$ cat config.mk
export PLATFORM = sky130hd
export DESIGN_NAME = nv_shadow_ctl
export DESIGN_NICKNAME = d
export VERILOG_FILES = /design/src/rtl/nv_shadow_ctl.sv
export SDC_FILE = /design/constraint.sdc
export NUM_CORES = 1
export LEC_CHECK = 0
export BUFFER_PORTS_ARGS = -buffer_cell sky130_fd_sc_hd__buf_2
export CAP_MARGIN = 20
export CORE_UTILIZATION = 40
export DETAILED_ROUTE_END_ITERATION = 7
export PLACE_DENSITY = 0.61
export SYNTH_ARGS = -nofsm -noshare
export SYNTH_HDL_FRONTEND = slang
export SYNTH_SLANG_ARGS = --single-unit
export TNS_END_PERCENT = 100
$ cat constraint.sdc
create_clock -name clk -period 1.8 [get_ports clk]
set_input_delay 0.36 -clock clk [delete_from_list [all_inputs] [get_ports clk]]
set_output_delay 0.36 -clock clk [all_outputs]
set_load 0.01 [all_outputs]
$ cat src/rtl/nv_shadow_ctl.sv
module nv_shadow_ctl #(
  parameter int STORE_CYCLES  = 5000,
  parameter int RECALL_CYCLES = 40
) (
  input  logic clk,
  input  logic rst_n,
  input  logic ce_n,
  input  logic we_n,
  input  logic oe_n,
  input  logic nve_n,
  input  logic supply_ok,
  output logic rd_en,
  output logic wr_en,
  output logic dq_oe,
  output logic store_req,
  output logic recall_req,
  output logic busy
);
  localparam int LMAX = (STORE_CYCLES > RECALL_CYCLES) ? STORE_CYCLES : RECALL_CYCLES;
  localparam int CW = $clog2(LMAX + 1);
  localparam logic [CW-1:0] ST_LAST = CW'(STORE_CYCLES - 1);
  localparam logic [CW-1:0] RC_LAST = CW'(RECALL_CYCLES - 1);

  logic [CW-1:0] cnt;
  logic is_store, nve_prev, armed;

  wire sel        = !ce_n;
  wire dec_read   = sel & !oe_n &  we_n &  nve_n;
  wire dec_write  = sel & !we_n &  nve_n;
  wire dec_store  = sel & !we_n &  oe_n & !nve_n;
  wire dec_recall = sel & !oe_n &  we_n & !nve_n;
  wire nve_fell   = nve_prev & !nve_n;
  wire trig       = !busy & (armed | nve_fell);
  wire go_store   = trig & dec_store & supply_ok;
  wire go_recall  = trig & dec_recall;
  wire refused    = trig & dec_store & !supply_ok;
  wire last       = cnt == (is_store ? ST_LAST : RC_LAST);

  assign rd_en = !busy & dec_read;
  assign wr_en = !busy & dec_write;
  assign dq_oe = rd_en;

  always_ff @(posedge clk or negedge rst_n) begin
    if (!rst_n) begin
      nve_prev   <= 1'b0;
      armed      <= 1'b0;
      busy       <= 1'b0;
      is_store   <= 1'b0;
      cnt        <= '0;
      store_req  <= 1'b0;
      recall_req <= 1'b0;
    end else begin
      nve_prev   <= nve_n;
      store_req  <= go_store;
      recall_req <= go_recall;
      if (busy) begin
        armed <= 1'b0;
        if ((is_store && !supply_ok) || last) busy <= 1'b0;
        else cnt <= cnt + 1'b1;
      end else if (go_store || go_recall) begin
        busy     <= 1'b1;
        cnt      <= '0;
        is_store <= go_store;
        armed    <= 1'b0;
      end else if (refused) begin
        armed <= 1'b0;
      end else begin
        armed <= !nve_n & (armed | nve_fell);
      end
    end
  end
endmodule

==> run metrics, run 1 <==
status=finished clean; Port Buffers=12; WP data required=1990 ps; number of DRC markers in iteration 0=18; Placed Instances=166; post-synthesis cell type count=45; register area share after synthesis=43.3%; initial antenna violation count=0; I/O pin total=13; Post-Route M1 WL=1.15 mm; die footprint=2960 um^2; Finished Layout Cells=176; highest layer used for signal routing=met4; Post-synth top cells=dfrtp_1 (19), nand2_1 (11), nor2_1 (10); Tmin final=1760 ps; Die Width=54.4 um; core box area=2540 um^2; Total Wirelength=2.60 mm; DR pass1 iterations=4; fin crit share=97.9%; total global routing overflow=0; async set-reset flop share out of synthesis=100%; # Max-Cap Violations=0; Final setup violation count=0; critical path launch point type=flip-flop; reg2reg start=cnt[1]; Final GP Congestion=0.774; CTS tree=yes; Setup TNS=0 ps; metal3 WL=90 um; crit path kind=flip-flop to flip-flop; ys flop type=dfrtp_1; Least-Margin Pin Slew=414 ps; Max clock buf depth=2; total track usage=20.5%; Max Fclk=568 MHz; final worst slack=38.4 ps; number of remaining DRC errors=0; clock-pin slew on the worst setup and hold paths=100 ps; Diodes inserted=0; clock sinks=19; Detail Route Antenna Nets=0; Synth Register Bits=19; CTS root buf=clkbuf_4; largest net degree at the start of global routing=20; site row count=18; DR vias/cell=5.64; share of cells above drive strength 1=39.7%; Syn Std Cell Area=1100 um^2; first-pass GRT wire length=4.15 mm; Max IR drop VDD=0.793 mV; fin. max-slew vios=0; Hold WC Path Type=primary input to flip-flop; Routed met2 length=1.35 mm; Synth area leaders=dfrtp_1 (43%), nand2_1 (3.8%), nor2_1 (3.4%), o31ai_1 (3.4%), nand3_1 (3.2%); Synth area leader=dfrtp_1; synth warn=0; die height=54.4 um; Avg Inst Size Synth=9.72 um^2; vias=993; LEAKAGE=0.660 nW; Critical Path AT=1950 ps; Syn Nets=121; Post-layout nets=155; Fin. Hold Viols=0; routed length per instance=14.8 um; area delta synth->final=32.0%; clk_lat worst skew=310 ps; CP endpoint kind=flip-flop; cell count after synthesis=113; crit path from=cnt[1]; Setup Skew=10.2 ps; Post-DP HPWL=1.84 mm; Hold Crit Start=nve_n; slew margin rel.=72.4%; total CTS buffers=3; most common cell in the synthesized netlist=dfrtp_1; Post-synth EDFFs=0; vias in the first global route=890; H-Tree Depth=1; post-place setup slack=-49.1 ps; CP Max Fanout=4; Final Core Density=57.0%; Initial Util=43.2%; power density cells=1050 nW/um^2; top cell type's share of synthesized area=43.3%
## area by class of cell
class,count,area [um^2]
Clock buffer,3,22.5
Clock inverter,1,5.00
Fill cell,225,1090
Inverter,5,18.8
Multi-Input combinational cell,86,676
Sequential cell,19,478
Tap cell,30,37.5
Timing Repair Buffer,32,213
## cell families (layout without fill, tap and decap cells)
logic type | Yosys count | count (layout) | synth area share, %
compound gates | 34 | 35 | 23.3
fa+ha+maj | 1 | 1 | 1.14
buf+inv | 9 | 41 | 4.21
flops | 19 | 19 | 43.3
simple gates | 50 | 50 | 28.0
## final timing paths
| kind | cells past startpoint | slack [ps] | to |
|---|---|---|---|
| max in group asynchronous | 2 | 990 | is_store |
| hold / removal | 1 | 180 | nve_prev |
| min in group asynchronous | 2 | 500 | cnt[11] |
| hold reg to reg | 1 | 560 | cnt[5] |
| setup reg to reg | 6 | 40 | cnt[10] |
| setup / recovery | 6 | 40 | cnt[10] |
## per-layer routing
metal,up-vias,GRT usage (%)
li1,487,-
met1,484,26.5
met2,20,32.7
met3,2,5.83
met4,0,6.41
met5,-,0
## critical path: stages (launching register included)
cell	delay [ps]
dfrtp_1	410
ha_2	190
and3b_2	230
a221oi_4	300
a211oi_2	120
buf_4	160
a211o_1	250
## what timing repair did
item,CTS,global route
endpoints found under the setup margin,5,12
endpoints found under the hold margin,19,0
cloned,0,1
gates resized for setup,2,13
hold buffers,1,0
setup buffers,0,4
pin swaps,1,6
## state kept, by name, indices dropped and copies added, names as in the netlist
signal and flops:
cnt 13, recall_req 1, is_store 1, armed 1, store_req 1, busy 1
nve_prev 1
## cell usage in the layout (no fill, tap or decap), types with 2 or more instances in the layout
cell / instances
buf_4: 19
nand2_1: 11
clkbuf_4: 3
nand3_1: 7
a211o_1: 2
nor2_1: 10
nor4_4: 2
and2_1: 3
a21oi_1: 3
o21ai_0: 4
nand2b_1: 2
o31ai_1: 5
o21ai_1: 7
inv_1: 4
dfrtp_1: 17
buf_2: 12
dfrtp_2: 2
## power by group
group	internal, W	switching, W	leakage, nW	total [W]
sequential	0.000509	0.000103	0.248	0.000612
combinational	0.000326	0.000362	0.394	0.000688
clock	0.0000830	0.000136	0.0177	0.000219
total	0.000918	0.000601	0.660	0.00152
## per-stage QoR
| step | total power [W] | hold slack, ps | instance area, um^2 |
|---|---|---|---|
| 5_1_grt | 0.00164 | 163 | 1450 |
| 3_3_place_gp | 0.00115 | 319 | 1280 |
| 3_5_place_dp | 0.00116 | 325 | 1280 |
| 4_1_cts | 0.00139 | 176 | 1330 |
| 2_1_floorplan | 0.000952 | 64.4 | 1100 |
| 6_report | 0.00152 | 182 | 1450 |
(Power assumes the default switching activity.)
==> run 2, diff against run 1 <==
--- a/config.mk
+++ b/config.mk
@@ -7,9 +7,9 @@
 export LEC_CHECK = 0
 export BUFFER_PORTS_ARGS = -buffer_cell sky130_fd_sc_hd__buf_2
 export CAP_MARGIN = 20
+export CORE_MARGIN = 2
 export CORE_UTILIZATION = 40
 export DETAILED_ROUTE_END_ITERATION = 7
-export PLACE_DENSITY = 0.61
 export SYNTH_ARGS = -nofsm -noshare
 export SYNTH_HDL_FRONTEND = slang
 export SYNTH_SLANG_ARGS = --single-unit
==> run metrics, run 2 (synthesis gave the netlist of run 1 again) <==
crit path from=cnt[8]; LEAKAGE=0.647 nW; # Max-Cap Violations=0; CTS tree=yes; Hold WC Path Type=primary input to flip-flop; Biggest register=cnt; die height=56.4 um; worst reg2reg setup slack=50 ps; placed cell area=1330 um^2; commonest non-fill, non-tap cell in the layout=buf_4; Initial Util=40.9%; post-place setup slack=-51.8 ps; routed length per instance=14.2 um; Cell Chain, Critical Path=nor4b_4 -> a2bb2oi_2 -> a211oi_4 -> nor4b_1 -> a211o_1; delay of the slowest cell on the worst path=440 ps; power density cells=1070 nW/um^2; H-Tree Depth=1; Port Buffers=12; R2R cell count=5; clock-pin slew on the worst setup and hold paths=110 ps; reg2reg start=cnt[8]; Hold Path Stages=1; r2r endpoint=cnt[10]; first-pass GRT wire length=4.29 mm; Final Cell Area=1450 um^2; max FFs per register=13; fin. max-slew vios=0; CP Max Fanout=5; final worst slack=53.2 ps; clock sinks=19; DR pass1 iterations=4; largest net degree at the start of global routing=20; number of DRC markers in iteration 0=31; Post-layout nets=159; Critical Path AT=1940 ps; Max clock buf depth=2; core box area=2690 um^2; Least-Margin Pin Slew=448 ps; crit path kind=flip-flop to flip-flop; Total Wirelength=2.58 mm; vias in the first global route=944; DR vias/cell=5.49; Max Fclk=572 MHz; Diodes inserted=0; WP data required=1990 ps; critical path endpoint=cnt[10]; fin crit share=97.0%; die footprint=3180 um^2; RSZ-0062 raised after global routing=true; critical path launch point type=flip-flop; Post-DP HPWL=1.88 mm; Die Width=56.4 um; vias=993; initial antenna violation count=0; share of cells above drive strength 1=38.7%; total track usage=17.6%; CP max-delay cell=dfrtp_1; Final GP Congestion=0.851; highest-count cells in the layout ignoring fill and taps=buf_4 (22), dfrtp_1 (18), buf_2 (12); slew margin rel.=70.1%; CP endpoint kind=flip-flop; Fin. Hold Viols=0; site row count=19; total global routing overflow=0; Max IR drop VDD=0.850 mV; I/O pin total=13; total CTS buffers=3; area delta synth->final=31.9%; Setup Skew=8.65 ps; status=finished clean; number of remaining DRC errors=0; Tmin final=1750 ps; CTS root buf=clkbuf_4; clk_lat worst skew=300 ps; Final setup violation count=0; Detail Route Antenna Nets=0
[run 2: what timing repair did]
action / in CTS / in global routing
endpoints found under the hold margin: 19 / 0
cloned: 1 / 0
endpoints found under the setup margin: 7 / 11
pin swaps: 1 / 2
gates resized for setup: 2 / 10
hold buffers: 1 / 0
setup buffers: 0 / 2
[run 2: worst min path at each step]
| stage | startpoint | endpoint | slack [ps] |
|---|---|---|---|
| after global placement | rst_n | cnt[6] | 320 |
| after detailed placement | rst_n | cnt[5] | 320 |
| final | nve_n | nve_prev | 190 |
| after floorplan | rst_n | armed | 60 |
| after global routing | nve_n | nve_prev | 170 |
| after CTS | nve_n | nve_prev | 180 |
[run 2: layout make-up]
| type | instances | area [um^2] |
|---|---|---|
| Sequential cell | 19 | 477 |
| Clock buffer | 4 | 26.3 |
| Multi-Input combinational cell | 86 | 642 |
| Tap cell | 31 | 38.8 |
| Fill cell | 250 | 1240 |
| Timing Repair Buffer | 36 | 246 |
| Inverter | 5 | 18.8 |
[run 2: layer usage]
layer  global-route usage, %  part of all wire (%)  vias up
met5                       0                     0        -
met4                    6.46                   1.3        0
met3                    5.07                   3.9        6
met2                    26.4                    48       15
met1                    24.2                    46      474
li1                        -                     -      498
[run 2: where the power goes]
group,internal (W),leakage [nW],total (W),switching (W)
logic,0.000352,0.383,0.000735,0.000383
clock network,0.0000865,0.0150,0.000219,0.000132
registers,0.000507,0.249,0.000600,0.0000930
total,0.000946,0.647,0.00155,0.000608
[run 2: critical path: cells and delay by family, from the launching register on]
kind | cells | cell delay, ps
compound gates | 3 | 790
flops | 1 | 440
simple gates | 2 | 400
[run 2: through the flow]
stage / hold slack (ps) / instances / total power (W) / util (%) / setup TNS (ps)
floorplan: 64.4 / 113 / 0.000952 / - / 0
global placement: 321 / 173 / 0.00120 / 49.4 / -233
detailed placement: 323 / 173 / 0.00121 / 49.4 / -190
CTS: 180 / 179 / 0.00148 / 51.8 / 0
global route: 171 / 181 / 0.00168 / 53.9 / -42.5
finish: 185 / 181 / 0.00155 / 53.9 / 0
==> run 3, diff against run 2 <==
--- a/config.mk
+++ b/config.mk
@@ -8,8 +8,11 @@
 export BUFFER_PORTS_ARGS = -buffer_cell sky130_fd_sc_hd__buf_2
 export CAP_MARGIN = 20
 export CORE_MARGIN = 2
-export CORE_UTILIZATION = 40
+export CORE_UTILIZATION = 50
 export DETAILED_ROUTE_END_ITERATION = 7
+export PLACE_DENSITY = 0.73
+export SETUP_SLACK_MARGIN = 0.4
+export SKIP_LAST_GASP = 1
 export SYNTH_ARGS = -nofsm -noshare
 export SYNTH_HDL_FRONTEND = slang
 export SYNTH_SLANG_ARGS = --single-unit
==> run metrics, run 3 (synthesis gave the netlist of run 1 again) <==
clock sinks=19; Biggest register=cnt; max FFs per register=13; Max IR drop VDD=0.959 mV; site row count=16; Tmin final=1790 ps; largest net degree at the start of global routing=20; R2R cell count=7; placed cell area=1260 um^2; DR vias/cell=5.97; fin crit share=99.4%; CTS tree=yes; die height=50.9 um; Fin. Hold Viols=0; worst reg2reg setup slack=10 ps; Sw Share=39.1%; total global routing overflow=0; Least-Margin Pin Slew=433 ps; Diodes inserted=0; Final Core Density=74.3%; vias=1045; CP endpoint kind=flip-flop; total CTS buffers=3; slew margin rel.=71.1%; Hold WC Path Type=primary input to flip-flop; core box area=2020 um^2; Final Cell Area=1500 um^2; # Max-Cap Violations=0; clk_lat worst skew=300 ps; Total Wirelength=2.85 mm; I/O pin total=13; Post-Route M1 WL=1.15 mm; final worst slack=10.8 ps; Initial Util=54.3%; die footprint=2590 um^2; initial antenna violation count=0; reg2reg start=cnt[0]; register area=478 um^2; Max clock buf depth=2; crit path kind=flip-flop to flip-flop; fillers=144; Routed met2 length=1.51 mm; highest-count cells in the layout ignoring fill and taps=buf_4 (18), dfrtp_1 (17), buf_2 (11); WP data required=1980 ps; CTS root buf=clkbuf_4; area delta synth->final=36.7%; Port Buffers=12; Post-layout nets=157; power density cells=1080 nW/um^2; Critical Path AT=1970 ps; post-place setup slack=15.0 ps; Detail Route Antenna Nets=0; CP Max Fanout=8; fin. max-slew vios=0; switching power=0.000635 W; first-pass GRT wire length=4.66 mm; Max Fclk=559 MHz; DR pass1 iterations=4; clock-pin slew on the worst setup and hold paths=110 ps; WHS Endpoint=nve_prev; Hold Path Stages=1; Final setup violation count=0; number of DRC markers in iteration 0=24; RSZ-0062 raised after global routing=true; number of remaining DRC errors=0; clock share of power=13.5%; Die Width=50.9 um; total track usage=24.5%; Setup Skew=5.35 ps; share of cells above drive strength 1=48.0%; routed length per instance=16.3 um; H-Tree Depth=1; Sequential Power Share=37.1%; Post-DP HPWL=1.78 mm; Hold Crit Start=nve_n; r2r endpoint=cnt[3]; metal3 WL=134 um; vias in the first global route=1008; highest layer used for signal routing=met4; critical path launch point type=flip-flop; LEAKAGE=0.685 nW; Final GP Congestion=0.808; combinational share of power=49.4%; internal cell power=0.000987 W; status=finished clean; multi-input logic area=684 um^2; commonest non-fill, non-tap cell in the layout=buf_4
-- run 3: changes by cell type in the layout (fill, tap and decap cells not counted), moves of 2 or more --
cell,before,now
buf_4,22,18
nand2_2,0,5
nor4_2,2,0
nor2_1,10,7
o21ai_2,1,4
nor4_4,0,2
nand2_1,11,6
o21ai_1,8,5
buf_6,1,4
nor2_4,0,2
-- run 3: worst max-delay path, cell delays in order (launching register included) --
cell and delay (ps):
dfrtp_1 420, ha_2 200, and3b_1 190, a221oi_2 300, a211oi_4 110, buf_4 160, o21ai_0 190, o21ai_1 100
-- run 3: power groups by stage --
| stage | clock (W) | sequential [W] | combinational (W) |
|---|---|---|---|
| after floorplan | 0 | 0.000600 | 0.000385 |
| final | 0.000219 | 0.000602 | 0.000801 |
| after global placement | 0 | 0.000606 | 0.000507 |
| after detailed placement | 0 | 0.000613 | 0.000531 |
| after CTS | 0.000228 | 0.000596 | 0.000691 |
| after global routing | 0.000251 | 0.000615 | 0.000872 |
-- run 3: timing repair --
item | 4_1_cts | 5_1_grt
pin swaps | 9 | 7
hold buffers | 1 | 0
endpoints found under the hold margin | 19 | 0
buffers inserted | 8 | 3
gates resized for setup | 13 | 17
setup endpoints to repair | 18 | 19
-- run 3: metal layers --
layer | up-vias | GRT usage [%]
li1 | 490 | -
met1 | 512 | 29.4
met2 | 35 | 44.5
met3 | 8 | 4.39
met4 | 0 | 7.66
met5 | - | 0
-- run 3: worst max-delay path by stage --
| stage | to | cells after the start | start |
|---|---|---|---|
| 3_5_place_dp | cnt[2] | 6 | oe_n |
| 3_3_place_gp | cnt[6] | 7 | oe_n |
| 5_1_grt | cnt[3] | 7 | cnt[0] |
| 4_1_cts | cnt[2] | 6 | cnt[1] |
| 2_1_floorplan | cnt[6] | 7 | cnt[0] |
| 6_report | cnt[3] | 7 | cnt[0] |
-- run 3: metrics by stage --
step | total power [W] | hold slack (ps) | instances | TNS, ps
after global routing | 0.00174 | 199 | 175 | -151
after global placement | 0.00111 | 317 | 159 | 0
after CTS | 0.00152 | 179 | 172 | 0
after detailed placement | 0.00114 | 321 | 159 | 0
after floorplan | 0.000985 | 64.4 | 113 | 0
final | 0.00162 | 200 | 175 | 0
-- run 3: cell type report --
| cell class | count | share of cell area [%] |
|---|---|---|
| Multi-Input combinational cell | 85 | 45.6 |
| Sequential cell | 19 | 31.8 |
| Timing Repair Buffer | 35 | 17.3 |
| Tap cell | 27 | 2.25 |
| Clock buffer | 4 | 1.75 |
| Inverter | 5 | 1.25 |
